File: src/rtl/rbd_pkg.sv
package rbd_pkg;
  typedef enum logic [1:0] {
    ST_IDLE = 2'd0,
    ST_SKIP = 2'd1,
    ST_PROC = 2'd2
  } rbd_state_e;

  // mode code that selects strongest-sample reduction; all others pick centre
  localparam logic [1:0] MODE_PEAK = 2'b01;
endpackage

File: src/rtl/rbd_watchdog.sv
module rbd_watchdog #(
  parameter  int LIMIT = 256,
  localparam int CW    = $clog2(LIMIT + 1)
) (
  input  logic clk,
  input  logic rst,
  input  logic active,
  input  logic kick,
  output logic expire
);
  logic [CW-1:0] quiet_cnt;

  // fires on the LIMIT-th consecutive clock without a kick while active
  assign expire = active && !kick && (quiet_cnt == CW'(LIMIT - 1));

  always_ff @(posedge clk) begin
    if (rst || !active || kick || expire)
      quiet_cnt <= '0;
    else
      quiet_cnt <= quiet_cnt + 1'b1;
  end
endmodule

File: src/rtl/rbd_ctrl.sv
module rbd_ctrl
  import rbd_pkg::*;
#(
  parameter  int GROUP_LEN = 16,
  parameter  int OUT_BINS  = 64,
  parameter  int START_W   = 10,
  localparam int GW        = $clog2(GROUP_LEN),
  localparam int IW        = $clog2(OUT_BINS)
) (
  input  logic               clk,
  input  logic               rst,
  input  logic               in_valid,
  input  logic [START_W-1:0] start_in,
  input  logic [1:0]         mode_in,
  input  logic               expire,
  output logic               active,
  output logic               take,
  output logic               grp_first,
  output logic               grp_pick,
  output logic               grp_last,
  output logic               peak_mode,
  output logic [IW-1:0]      bin
);
  localparam int             CENTER = GROUP_LEN / 2;
  localparam logic [GW-1:0]  G_LAST = GW'(GROUP_LEN - 1);
  localparam logic [GW-1:0]  G_CTR  = GW'(CENTER);
  localparam logic [IW-1:0]  B_LAST = IW'(OUT_BINS - 1);

  rbd_state_e         state;
  logic [START_W-1:0] start_q;
  logic [START_W-1:0] skip_cnt;
  logic [START_W-1:0] skip_nxt;
  logic [1:0]         mode_q;
  logic [GW-1:0]      gidx;

  assign active    = (state != ST_IDLE);
  // a sample is decimated when already processing, or when it opens a
  // frame that has nothing to skip
  assign take      = in_valid && ((state == ST_PROC) ||
                                  (state == ST_IDLE && start_in == '0));
  assign grp_first = (gidx == '0);
  assign grp_pick  = (gidx == G_CTR);
  assign grp_last  = take && (gidx == G_LAST);
  assign peak_mode = (((state == ST_IDLE) ? mode_in : mode_q) == MODE_PEAK);
  assign skip_nxt  = (state == ST_IDLE) ? START_W'(1) : skip_cnt + 1'b1;

  always_ff @(posedge clk) begin
    if (rst) begin
      state    <= ST_IDLE;
      start_q  <= '0;
      mode_q   <= '0;
      skip_cnt <= '0;
      gidx     <= '0;
      bin      <= '0;
    end else if (expire) begin
      state    <= ST_IDLE;
      skip_cnt <= '0;
      gidx     <= '0;
      bin      <= '0;
    end else begin
      if (take) begin
        if (gidx == G_LAST) begin
          gidx <= '0;
          bin  <= (bin == B_LAST) ? '0 : bin + 1'b1;
        end else begin
          gidx <= gidx + 1'b1;
        end
      end
      unique case (state)
        ST_IDLE: begin
          if (in_valid) begin
            start_q <= start_in;
            mode_q  <= mode_in;
            if (start_in == '0) begin
              state <= ST_PROC;
            end else begin
              skip_cnt <= skip_nxt;
              state    <= (skip_nxt == start_in) ? ST_PROC : ST_SKIP;
            end
          end
        end
        ST_SKIP: begin
          if (in_valid) begin
            skip_cnt <= skip_nxt;
            if (skip_nxt == start_q) state <= ST_PROC;
          end
        end
        ST_PROC: begin
          if (grp_last && bin == B_LAST) state <= ST_IDLE;
        end
        default: state <= ST_IDLE;
      endcase
    end
  end
endmodule

File: src/rtl/rbd_reduce.sv
module rbd_reduce #(
  parameter  int DATA_W = 16,
  localparam int MW     = DATA_W + 1
) (
  input  logic                     clk,
  input  logic                     rst,
  input  logic                     take,
  input  logic                     first,
  input  logic                     pick,
  input  logic                     peak_mode,
  input  logic signed [DATA_W-1:0] in_i,
  input  logic signed [DATA_W-1:0] in_q,
  output logic signed [DATA_W-1:0] res_i,
  output logic signed [DATA_W-1:0] res_q
);
  logic signed [DATA_W-1:0] lane_in  [2];
  logic        [MW-1:0]     lane_abs [2];
  logic signed [DATA_W-1:0] lane_res [2];
  logic        [MW:0]       cur_mag;
  logic        [MW:0]       best_mag;
  logic                     beat;

  assign lane_in[0] = in_i;
  assign lane_in[1] = in_q;

  assign cur_mag = {1'b0, lane_abs[0]} + {1'b0, lane_abs[1]};
  // strictly larger replaces, so the earliest of equal magnitudes stays
  assign beat    = first || (cur_mag > best_mag);

  for (genvar k = 0; k < 2; k++) begin : g_lane
    logic signed [DATA_W-1:0] best_r;
    logic signed [DATA_W-1:0] pick_r;
    logic signed [MW-1:0]     ext;
    logic signed [DATA_W-1:0] peak_now;
    logic signed [DATA_W-1:0] pick_now;

    assign ext         = MW'(lane_in[k]);
    assign lane_abs[k] = ext[MW-1] ? $unsigned(-ext) : $unsigned(ext);
    assign peak_now    = beat ? lane_in[k] : best_r;
    assign pick_now    = pick ? lane_in[k] : pick_r;
    assign lane_res[k] = peak_mode ? peak_now : pick_now;

    always_ff @(posedge clk) begin
      if (rst) begin
        best_r <= '0;
        pick_r <= '0;
      end else if (take) begin
        if (beat) best_r <= lane_in[k];
        if (pick) pick_r <= lane_in[k];
      end
    end
  end

  always_ff @(posedge clk) begin
    if (rst)
      best_mag <= '0;
    else if (take && beat)
      best_mag <= cur_mag;
  end

  assign res_i = lane_res[0];
  assign res_q = lane_res[1];
endmodule

File: src/rtl/rbin_decimator.sv
module rbin_decimator
  import rbd_pkg::*;
#(
  parameter  int DATA_W    = 16,
  parameter  int GROUP_LEN = 16,
  parameter  int OUT_BINS  = 64,
  parameter  int START_W   = 10,
  parameter  int WD_LIMIT  = 256,
  localparam int IW        = $clog2(OUT_BINS)
) (
  input  logic                     clk,
  input  logic                     rst,
  input  logic                     in_valid,
  input  logic signed [DATA_W-1:0] in_i,
  input  logic signed [DATA_W-1:0] in_q,
  input  logic [1:0]               mode,
  input  logic [START_W-1:0]       start_bin,
  output logic                     out_valid,
  output logic signed [DATA_W-1:0] out_i,
  output logic signed [DATA_W-1:0] out_q,
  output logic [IW-1:0]            out_bin,
  output logic                     timeout
);
  logic                     active;
  logic                     st_idle;
  logic                     take;
  logic                     grp_first;
  logic                     grp_pick;
  logic                     grp_last;
  logic                     peak_mode;
  logic                     expire;
  logic [IW-1:0]            bin;
  logic signed [DATA_W-1:0] res_i;
  logic signed [DATA_W-1:0] res_q;

  assign st_idle = !active;

  rbd_ctrl #(
    .GROUP_LEN (GROUP_LEN),
    .OUT_BINS  (OUT_BINS),
    .START_W   (START_W)
  ) u_ctrl (
    .clk       (clk),
    .rst       (rst),
    .in_valid  (in_valid),
    .start_in  (start_bin),
    .mode_in   (mode),
    .expire    (expire),
    .active    (active),
    .take      (take),
    .grp_first (grp_first),
    .grp_pick  (grp_pick),
    .grp_last  (grp_last),
    .peak_mode (peak_mode),
    .bin       (bin)
  );

  rbd_reduce #(
    .DATA_W (DATA_W)
  ) u_reduce (
    .clk       (clk),
    .rst       (rst),
    .take      (take),
    .first     (grp_first),
    .pick      (grp_pick),
    .peak_mode (peak_mode),
    .in_i      (in_i),
    .in_q      (in_q),
    .res_i     (res_i),
    .res_q     (res_q)
  );

  rbd_watchdog #(
    .LIMIT (WD_LIMIT)
  ) u_wdog (
    .clk    (clk),
    .rst    (rst),
    .active (active),
    .kick   (in_valid),
    .expire (expire)
  );

  always_ff @(posedge clk) begin
    if (rst) begin
      out_valid <= 1'b0;
      out_i     <= '0;
      out_q     <= '0;
      out_bin   <= '0;
      timeout   <= 1'b0;
    end else begin
      out_valid <= grp_last;
      timeout   <= expire;
      if (grp_last) begin
        out_i   <= res_i;
        out_q   <= res_q;
        out_bin <= bin;
      end
    end
  end
endmodule

File: config.mk
export PLATFORM = sky130hd
export DESIGN_NAME = rbin_decimator
export DESIGN_NICKNAME = d
export VERILOG_FILES = /design/src/rtl/rbd_pkg.sv /design/src/rtl/rbd_watchdog.sv /design/src/rtl/rbd_ctrl.sv /design/src/rtl/rbd_reduce.sv /design/src/rtl/rbin_decimator.sv
export SDC_FILE = /design/constraint.sdc
export NUM_CORES = 1
export LEC_CHECK = 0
export ABC_AREA = 1
export BUFFER_PORTS_ARGS = -buffer_cell sky130_fd_sc_hd__buf_2
export CAP_MARGIN = 20
export CORE_ASPECT_RATIO = 1.5
export CORE_MARGIN = 2
export CORE_UTILIZATION = 39
export CTS_CLUSTER_SIZE = 30
export DETAILED_ROUTE_END_ITERATION = 12
export MAX_ROUTING_LAYER = met4
export PLACE_DENSITY = 0.68
export SLEW_MARGIN = 20
export SYNTH_ARGS = -nofsm -noshare
export SYNTH_HDL_FRONTEND = slang
export SYNTH_SLANG_ARGS = --single-unit
File: constraint.sdc
create_clock -name clk -period 8.1 [get_ports clk]
set_input_delay 0.405 -clock clk [delete_from_list [all_inputs] [get_ports clk]]
set_output_delay 0.405 -clock clk [all_outputs]
set_load 0.1 [all_outputs]
==> results of run 1 <==
-- cells by family after synthesis --
logic type,count (synthesis)
compound gates,322
xor+xnor,49
fa+ha+maj,44
buf+inv,271
flops,165
other cells,1
simple gates,615
-- routing by layer --
metal / up-vias / wire length [um] / GRT usage (%)
met2: 230 / 13800 / 37.8
met5: - / 0 / -
li1: 4849 / - / -
met4: 0 / 733 / 8.00
met3: 41 / 1030 / 3.15
met1: 4398 / 11400 / 25.0
-- cell type report --
type,instances,area (um2)
Timing Repair Buffer,92,479
Fill cell,2604,13600
Clock inverter,12,118
Multi-Input combinational cell,1032,5390
Sequential cell,165,3300
Tap cell,324,405
Inverter,203,763
Clock buffer,20,467
-- through the flow --
step	total power [uW]	instance area, um2	setup WS (ns)
global placement	1330	10300	1.61
CTS	2140	10900	2.00
finish	2130	10900	1.97
global route	2250	10900	1.27
floorplan	1210	9760	4.07
detailed placement	1330	10300	1.58
-- Yosys cell counts (all sizes together) --
cell	instances
conb	1
nand3	138
a21oi	103
xor2	44
o21bai	8
or2	1
dfxtp	165
nand2	282
a21o	2
o211ai	2
inv	202
nand4	18
a21boi	1
o31ai	2
a31oi	7
clkinv	1
a211oi	6
nor3	14
nor2	156
o21a	34
o21ai	156
nor4	3
fa	1
nand3b	1
ha	43
nor3b	2
clkbuf	35
o311ai	1
buf	33
xnor2	5
-- worst max path at each step --
stage / startpoint / to / slack (ns)
4_1_cts: in_q[0] / u_reduce.best_mag[7] / 2.00
3_3_place_gp: in_q[0] / u_reduce.g_lane[0].best_r[2] / 1.61
2_1_floorplan: in_q[1] / u_reduce.best_mag[10] / 4.07
6_report: in_q[0] / u_reduce.best_mag[7] / 1.97
3_5_place_dp: in_q[0] / u_reduce.best_mag[7] / 1.58
5_1_grt: in_i[1] / u_reduce.best_mag[1] / 1.27
-- worst max-delay path: stages --
cell	delay (ns)
buf_2	0.13
inv_1	0.12
ha_1	0.16
inv_1	0.04
nor3_1	0.20
nand2_1	0.11
nor3_1	0.21
nand3_1	0.18
o31ai_1	0.28
xor2_1	0.25
ha_1	0.34
nand2_1	0.16
nor2_1	0.07
a211oi_1	0.22
nand2_1	0.13
xor2_1	0.19
ha_1	0.28
nand2_1	0.04
nor2_1	0.18
nand2_1	0.12
nor2_1	0.12
nor2_1	0.05
nand2_1	0.06
nand2_2	0.40
nand2_2	0.70
nand2_2	0.76
o21ai_0	0.41
a21oi_1	0.06
-- power by group --
part / switching, uW / internal, uW
Clock: 357 / 452
Sequential: 15.3 / 837
Combinational: 315 / 157
-- flip-flops by register name (all words and copies together) (netlist names), 4 cells and up --
signal                  flops
u_reduce.best_mag          18
u_wdog.quiet_cnt            9
u_reduce.g_lane.best_r     32
out_i                      16
out_bin                     6
u_ctrl.gidx                 4
u_ctrl.start_q             10
u_reduce.g_lane.pick_r     32
out_q                      16
u_ctrl.skip_cnt            10
u_ctrl.bin                  6
==> results.yml, run 1 <==
worst_hold_path:
  whs_path_depth: 3
  hp-start: "in_valid"
  worstHoldEndpoint: "u_ctrl.state[1]"
  hold_class: "in -> reg"
route:
  route.detailed.drc: 0
  wire_per_inst_um: 14.6
  detail_route.first_pass.iterations: 5
  drt-vias-per-instance: 5.15
  wl_um: 27000
  drtIter0Drc: 582
  ant_nets: 0
  num_vias: 9518
setup_path:
  arrival_ns: 6.41
  worstRegToRegCells: 13
  r2r_slack_ns: 4.30
  worstPathMaxFanout: 60
  worstSetupPathType: "in -> reg"
  cp-start-kind: "input port"
  critPathRequiredTime_ns: 8.39
  reg2reg_from: "u_reduce.best_mag[5]"
  endpoint_kind: "register"
  r2r_end: "u_reduce.best_mag[7]"
timing:
  slew_viol_final: 0
  fin_skew_ns: 0.00921
  period_share_pct: 75.6
  fin_tns_setup_ns: 0
  rsz0062_at_grt: "no"
  hold_ws_ns: 0.216
  fmax_mhz: 163
  period_minus_slack_ns: 6.13
  finalHoldViolCount: 0
  relSlewSlack_pct: 31.7
  setup_viol_count_final: 0
  worst_pin_slew_ns: 1.02
die:
  die_area_um2: 26300
  start_util_pct: 39.8
  die_h_um: 198
  fp.coreArea_um2: 24500
  ios: 87
  num_rows: 70
  die_x_um: 133
outcome:
  status: "complete, no violations"
cells_and_area:
  area_delta_synth_final_pct: 12.0
  layout_common_cells: "278 x nand2_1, 198 x inv_1, 165 x dfxtp_1, 154 x nor2_1, 149 x o21ai_0"
  fin_util_pct: 44.5
  layout_commonest_cell: "nand2_1"
  n_antenna_cell: 0
  drive_gt1_share_pct: 9.38
  final_nets: 1602
  finalNonFillerCells: 1848
synth:
  synthSimpleGateAreaFrac_pct: 26.7
  avgSynthCellArea_um2: 6.65
  synth_compound_area_share_pct: 18.3
  synthTopCellsByArea: "dfxtp_1 34%, nand2_1 11%, inv_1 7.7%, o21ai_0 7.6%, nand3_1 6.9%"
  syn_inst: 1467
  synth-seq-area-share_pct: 33.9
  ys_ff_latch: 165
  synthXorXnorAreaFrac_pct: 4.40
  synth_top_area_share_pct: 33.9
  yosys_warnings: 0
  synth_cell_types: 43
  synthAdderAreaFrac_pct: 5.72
  synth_mux_area_share_pct: 0
  yosysTopAreaCell: "dfxtp_1"
  syn_area_um2: 9760
  synth_top_family_by_area: "simple AND/OR/NAND/NOR gates"
global_routing:
  overflow: 0
  grt_pass1_vias: 8801
  grt_pass1_wl_um: 44400
  antenna_found_initial: 0
  grt_max_degree: 128
  grt_usage_pct: 21.6
clock_network:
  ctsHoldBuffers: 0
  cts.sinks: 165
  cts_tree: "built"
  post_cts_resized: 0
  numCtsBuffers: 17
  clock_latency_ns: 0.44
  postCtsSetupBuffers: 0
  clk_pin_slew_ns: 0.07
  h-tree-depth: 4
  cts.path.max_buffers: 2
  cts_root_buffer: "clkbuf_16"
placement:
  globalplace.congestion: 0.980
  portBuffers: 86
  dp.cells: 1816
  hpwlAfterDp_um: 19600
job:
  cap_violations: 0
power_and_ir_drop:
  powerDensity_nw_per_um2: 195
  max-vdd-ir-drop_mv: 0.156
  p_leak_uw: 0.00483
Note: power is estimated with default switching activity, not from simulation.
==> run 2, diff against run 1 <==
==> constraint.sdc (replaced) <==
create_clock -name clk -period 6.2 [get_ports clk]
set_input_delay 0.31 -clock clk [delete_from_list [all_inputs] [get_ports clk]]
set_output_delay 0.31 -clock clk [all_outputs]
set_load 0.1 [all_outputs]
==> results.yml, run 2 (same netlist as run 1, synthesis figures left out) <==
outcome:
  status: "complete, no violations"
placement:
  dpl_cell_area_um2: 10400
  portBuffers: 86
  dp.cells: 1820
  globalplace.congestion: 0.940
  hpwlAfterDp_um: 19500
setup_path:
  r2r_end: "u_ctrl.bin[5]"
  worstRegToRegCells: 11
  worstPathMaxFanout: 30
  cp-start-kind: "input port"
  reg2reg_from: "u_ctrl.state[1]"
  critPathRequiredTime_ns: 6.53
  max_stage_delay_ns: 0.36
  r2r_slack_ns: 3.26
  worstSetupPathType: "in -> reg"
  cp_common_cell: "nand2_1"
  arrival_ns: 5.05
  endpoint_kind: "register"
  slowest_stage: "buf_4"
cells_and_area:
  layout_common_cells: "278 x nand2_1, 198 x inv_1, 165 x dfxtp_1, 154 x nor2_1, 149 x o21ai_0"
  top_regs: "u_reduce.g_lane.best_r (32), u_reduce.g_lane.pick_r (32), u_reduce.best_mag (18)"
  drive_gt1_share_pct: 9.50
  finalNonFillerCells: 1851
  num-fill-cells: 2563
  design_area_um2: 11000
  final_nets: 1606
  layout_commonest_cell: "nand2_1"
  n_antenna_cell: 0
  area_delta_synth_final_pct: 12.9
die:
  die_h_um: 198
  die_x_um: 133
  fp.coreArea_um2: 24500
  num_rows: 70
  start_util_pct: 39.8
  die_area_um2: 26300
  ios: 87
global_routing:
  grt_usage_pct: 21.6
  grt_pass1_wl_um: 44500
  grt_pass1_vias: 8965
  grt_max_degree: 98
  overflow: 0
  antenna_found_initial: 0
timing:
  slew_viol_final: 0
  period_minus_slack_ns: 4.72
  hold_ws_ns: 0.132
  setup_viol_count_final: 0
  fmax_mhz: 212
  finalHoldViolCount: 0
  worst_pin_slew_ns: 0.943
  relSlewSlack_pct: 37.1
  fin_tns_setup_ns: 0
  period_share_pct: 76.1
  fin_skew_ns: 0.0121
  rsz0062_at_grt: "no"
clock_network:
  cts.path.max_buffers: 2
  cts_tree: "built"
  postCtsSetupBuffers: 0
  clk_pin_slew_ns: 0.07
  cts.sinks: 165
  numCtsBuffers: 17
  clock_latency_ns: 0.44
  ctsHoldBuffers: 0
  h-tree-depth: 4
  cts_root_buffer: "clkbuf_16"
  post_cts_resized: 0
worst_hold_path:
  hp-start: "in_valid"
  worstHoldEndpoint: "u_ctrl.state[1]"
  hold_class: "in -> reg"
  whs_path_depth: 3
route:
  num_vias: 9476
  wire_per_inst_um: 14.8
  drtIter0Drc: 464
  ant_nets: 0
  route.detailed.drc: 0
  detail_route.first_pass.iterations: 5
  drt-vias-per-instance: 5.12
  wl_um: 27400
power_and_ir_drop:
  powerDensity_nw_per_um2: 262
  max-vdd-ir-drop_mv: 0.213
  p_leak_uw: 0.00489
job:
  cap_violations: 0
run 2: cell types whose count changed in the layout (fill, tap and decap cells not counted), moves of 2 or more:
cell / previous run / this run
bufinv_16: 1 / 4
inv_6: 4 / 0
buf_4: 5 / 9
clkinvlp_4: 4 / 0
clkinv_4: 2 / 4
run 2: area by class of cell:
type / instances / area (um2) / share of cell area [%]
multi-input cells: 1032 / 5380 / 48.9
clock inverters: 10 / 171 / 1.56
repair buffers: 96 / 518 / 4.70
clock buffers: 21 / 470 / 4.27
well taps: 324 / 405 / 3.68
inverters: 203 / 763 / 6.93
flip-flops and latches: 165 / 3300 / 30.0
run 2: worst max-delay path by stage:
stage,startpoint,endpoint,slack (ns),cells past startpoint
after floorplan,in_q[1],u_reduce.best_mag[10],2.27,29
after global placement,in_q[1],out_q[8],1.23,32
after detailed placement,in_q[1],out_q[10],1.17,32
after CTS,in_q[1],out_q[9],1.53,32
after global routing,in_q[1],out_q[10],1.09,32
final,in_q[1],out_q[9],1.48,32
run 2: worst max-delay path, delay by kind of cell:
kind                       cells  cell delay, ns
xor gates and xnor gates       2            0.45
buffers and inverters          6            0.77
and+or+nand+nor               18            1.95
adders and majority gates      3            0.79
AOI/OAI and AO/OA              3            0.75
run 2: layer usage:
layer	up-vias	wire length [um]	track usage (%)	part of all wire, %
met5	-	0	-	0
met2	223	14000	38.1	51
met3	49	1080	3.33	4.0
li1	4848	-	-	-
met1	4356	11500	24.6	42
met4	0	796	8.79	2.9
run 2: where the power goes:
part | internal [uW] | switching [uW] | leakage, uW
Clock | 709 | 448 | 0.000315
Sequential | 1090 | 20.1 | 0.00134
Combinational | 207 | 409 | 0.00324
run 2: through the flow:
stage / power (uW) / util [%] / worst slack (ns)
finish: 2890 / 44.9 / 1.48
global route: 3040 / 44.9 / 1.09
floorplan: 1580 / - / 2.27
global placement: 1740 / 42.3 / 1.23
CTS: 2910 / 44.9 / 1.53
detailed placement: 1750 / 42.3 / 1.17
==> run 3, diff against run 2 <==
--- a/config.mk
+++ b/config.mk
@@ -14,7 +14,7 @@
 export CTS_CLUSTER_SIZE = 30
 export DETAILED_ROUTE_END_ITERATION = 12
 export MAX_ROUTING_LAYER = met4
-export PLACE_DENSITY = 0.68
+export PLACE_DENSITY = 0.7
 export SLEW_MARGIN = 20
 export SYNTH_ARGS = -nofsm -noshare
 export SYNTH_HDL_FRONTEND = slang
==> constraint.sdc (replaced) <==
create_clock -name clk -period 4.17 [get_ports clk]
set_input_delay 0.2085 -clock clk [delete_from_list [all_inputs] [get_ports clk]]
set_output_delay 0.2085 -clock clk [all_outputs]
set_load 0.1 [all_outputs]
==> results.yml, run 3 (same netlist as run 1, synthesis figures left out) <==
global_routing:
  grt_pass1_vias: 9656
  grt_usage_pct: 22.6
  grt_max_degree: 114
  antenna_found_initial: 0
  grt_pass1_wl_um: 46300
  overflow: 0
setup_path:
  endpoint_kind: "register"
  cp-start-kind: "input port"
  worstSetupPathType: "in -> reg"
  max_stage_delay_ns: 0.34
  critPathRequiredTime_ns: 4.53
  worstPathMaxFanout: 10
  crit_start: "in_q[1]"
  cp_common_cell: "nand2_1"
  r2r_slack_ns: 1.43
  reg2reg_from: "u_ctrl.state[1]"
  slowest_stage: "ha_1"
  arrival_ns: 4.45
die:
  die_h_um: 198
  num_rows: 70
  die_area_um2: 26300
  ios: 87
  start_util_pct: 39.8
  fp.coreArea_um2: 24500
  die_x_um: 133
placement:
  hpwlAfterDp_um: 20700
  portBuffers: 86
  globalplace.congestion: 0.890
cells_and_area:
  area_delta_synth_final_pct: 30.7
  layout_common_cells: "252 x nand2_1, 193 x inv_1, 165 x dfxtp_1, 150 x nor2_1, 128 x o21ai_0"
  drive_gt1_share_pct: 23.4
  top_regs: "u_reduce.g_lane.best_r (32), u_reduce.g_lane.pick_r (32), u_reduce.best_mag (18)"
  final_nets: 1726
  n_antenna_cell: 0
  layout_commonest_cell: "nand2_1"
worst_hold_path:
  hold_class: "in -> reg"
  hp-start: "in_valid"
job:
  cap_violations: 0
clock_network:
  cts.path.max_buffers: 2
  cts.sinks: 165
  numCtsBuffers: 17
  cts_root_buffer: "clkbuf_16"
  clock_latency_ns: 0.44
  h-tree-depth: 4
  cts_tree: "built"
  clk_pin_slew_ns: 0.07
power_and_ir_drop:
  p_leak_uw: 0.00560
  total_power_uw: 4540
  max-vdd-ir-drop_mv: 0.270
  powerDensity_nw_per_um2: 356
route:
  drtIter0Drc: 609
  wire_per_inst_um: 15.4
  wl_um: 30500
  route.detailed.drc: 0
  num_vias: 10272
  detail_route.first_pass.iterations: 5
  drt-vias-per-instance: 5.21
  ant_nets: 0
timing:
  fmax_mhz: 244
  relSlewSlack_pct: 19.4
  worst_pin_slew_ns: 1.21
  period_share_pct: 98.1
  fin_skew_ns: 0.0128
  period_minus_slack_ns: 4.09
  finalHoldViolCount: 0
  fin_tns_setup_ns: 0
  rsz0062_at_grt: "yes"
  slew_viol_final: 0
  setup_viol_count_final: 0
outcome:
  status: "complete, no violations"
run 3: cell type report:
type,count,area (um2)
multi-input cells,1033,6040
repair buffers,215,1640
flip-flops and latches,165,3300
fillers,2312,11800
clock inverters,13,146
clock buffers,19,443
well taps,324,405
inverters,203,773
run 3: final timing paths:
path / to / cells past startpoint
max: u_reduce.g_lane[0].best_r[10] / 32
min: u_ctrl.state[1] / 3
max reg2reg: u_reduce.g_lane[0].best_r[10] / 8
min reg2reg: u_wdog.quiet_cnt[0] / 1
run 3: where the power goes:
group	switching [uW]	internal [uW]	leakage [uW]
clock	693	905	0.000273
sequential	30.5	1630	0.00134
combinational	749	539	0.00399
total	1470	3070	0.00560
run 3: timing repair:
action                     in CTS  in global routing
pin swaps                       2                 63
hold buffers                    0                  0
gates resized for setup         9                180
gates cloned                    1                  9
buffers inserted                0                  8
setup endpoints to repair      82                 82
run 3: through the flow:
step | setup WS [ns] | cell area [um2] | hold WS (ns) | util (%) | instances
2_1_floorplan | 0.339 | 9760 | 0.278 | - | 1468
3_3_place_gp | -0.485 | 11200 | 0.430 | 45.5 | 1921
3_5_place_dp | -0.558 | 11200 | 0.445 | 45.6 | 1922
4_1_cts | 0.00166 | 11800 | 0.0156 | 48.2 | 1955
5_1_grt | -0.126 | 12700 | 0.0579 | 52.0 | 1972
6_report | 0.0788 | 12700 | 0.0340 | 52.0 | 1972
run 3: worst max-delay path: cells and delay by family:
kind | cells | cell delay, ns
AOI/OAI and AO/OA | 6 | 0.72
xor gates and xnor gates | 2 | 0.33
buffers and inverters | 7 | 0.80
and+or+nand+nor | 15 | 1.77
adders and majority gates | 2 | 0.61
run 3: layer usage:
metal  part of all wire (%)  vias up  global-route usage, %  wire length [um]
li1                       -     5100                      -                 -
met1                     39     4716                   25.0             12000
met2                     50      351                   38.4             15200
met3                    5.4      105                   3.58              1650
met4                    5.4        0                   13.2              1650
met5                      0        -                      -                 0
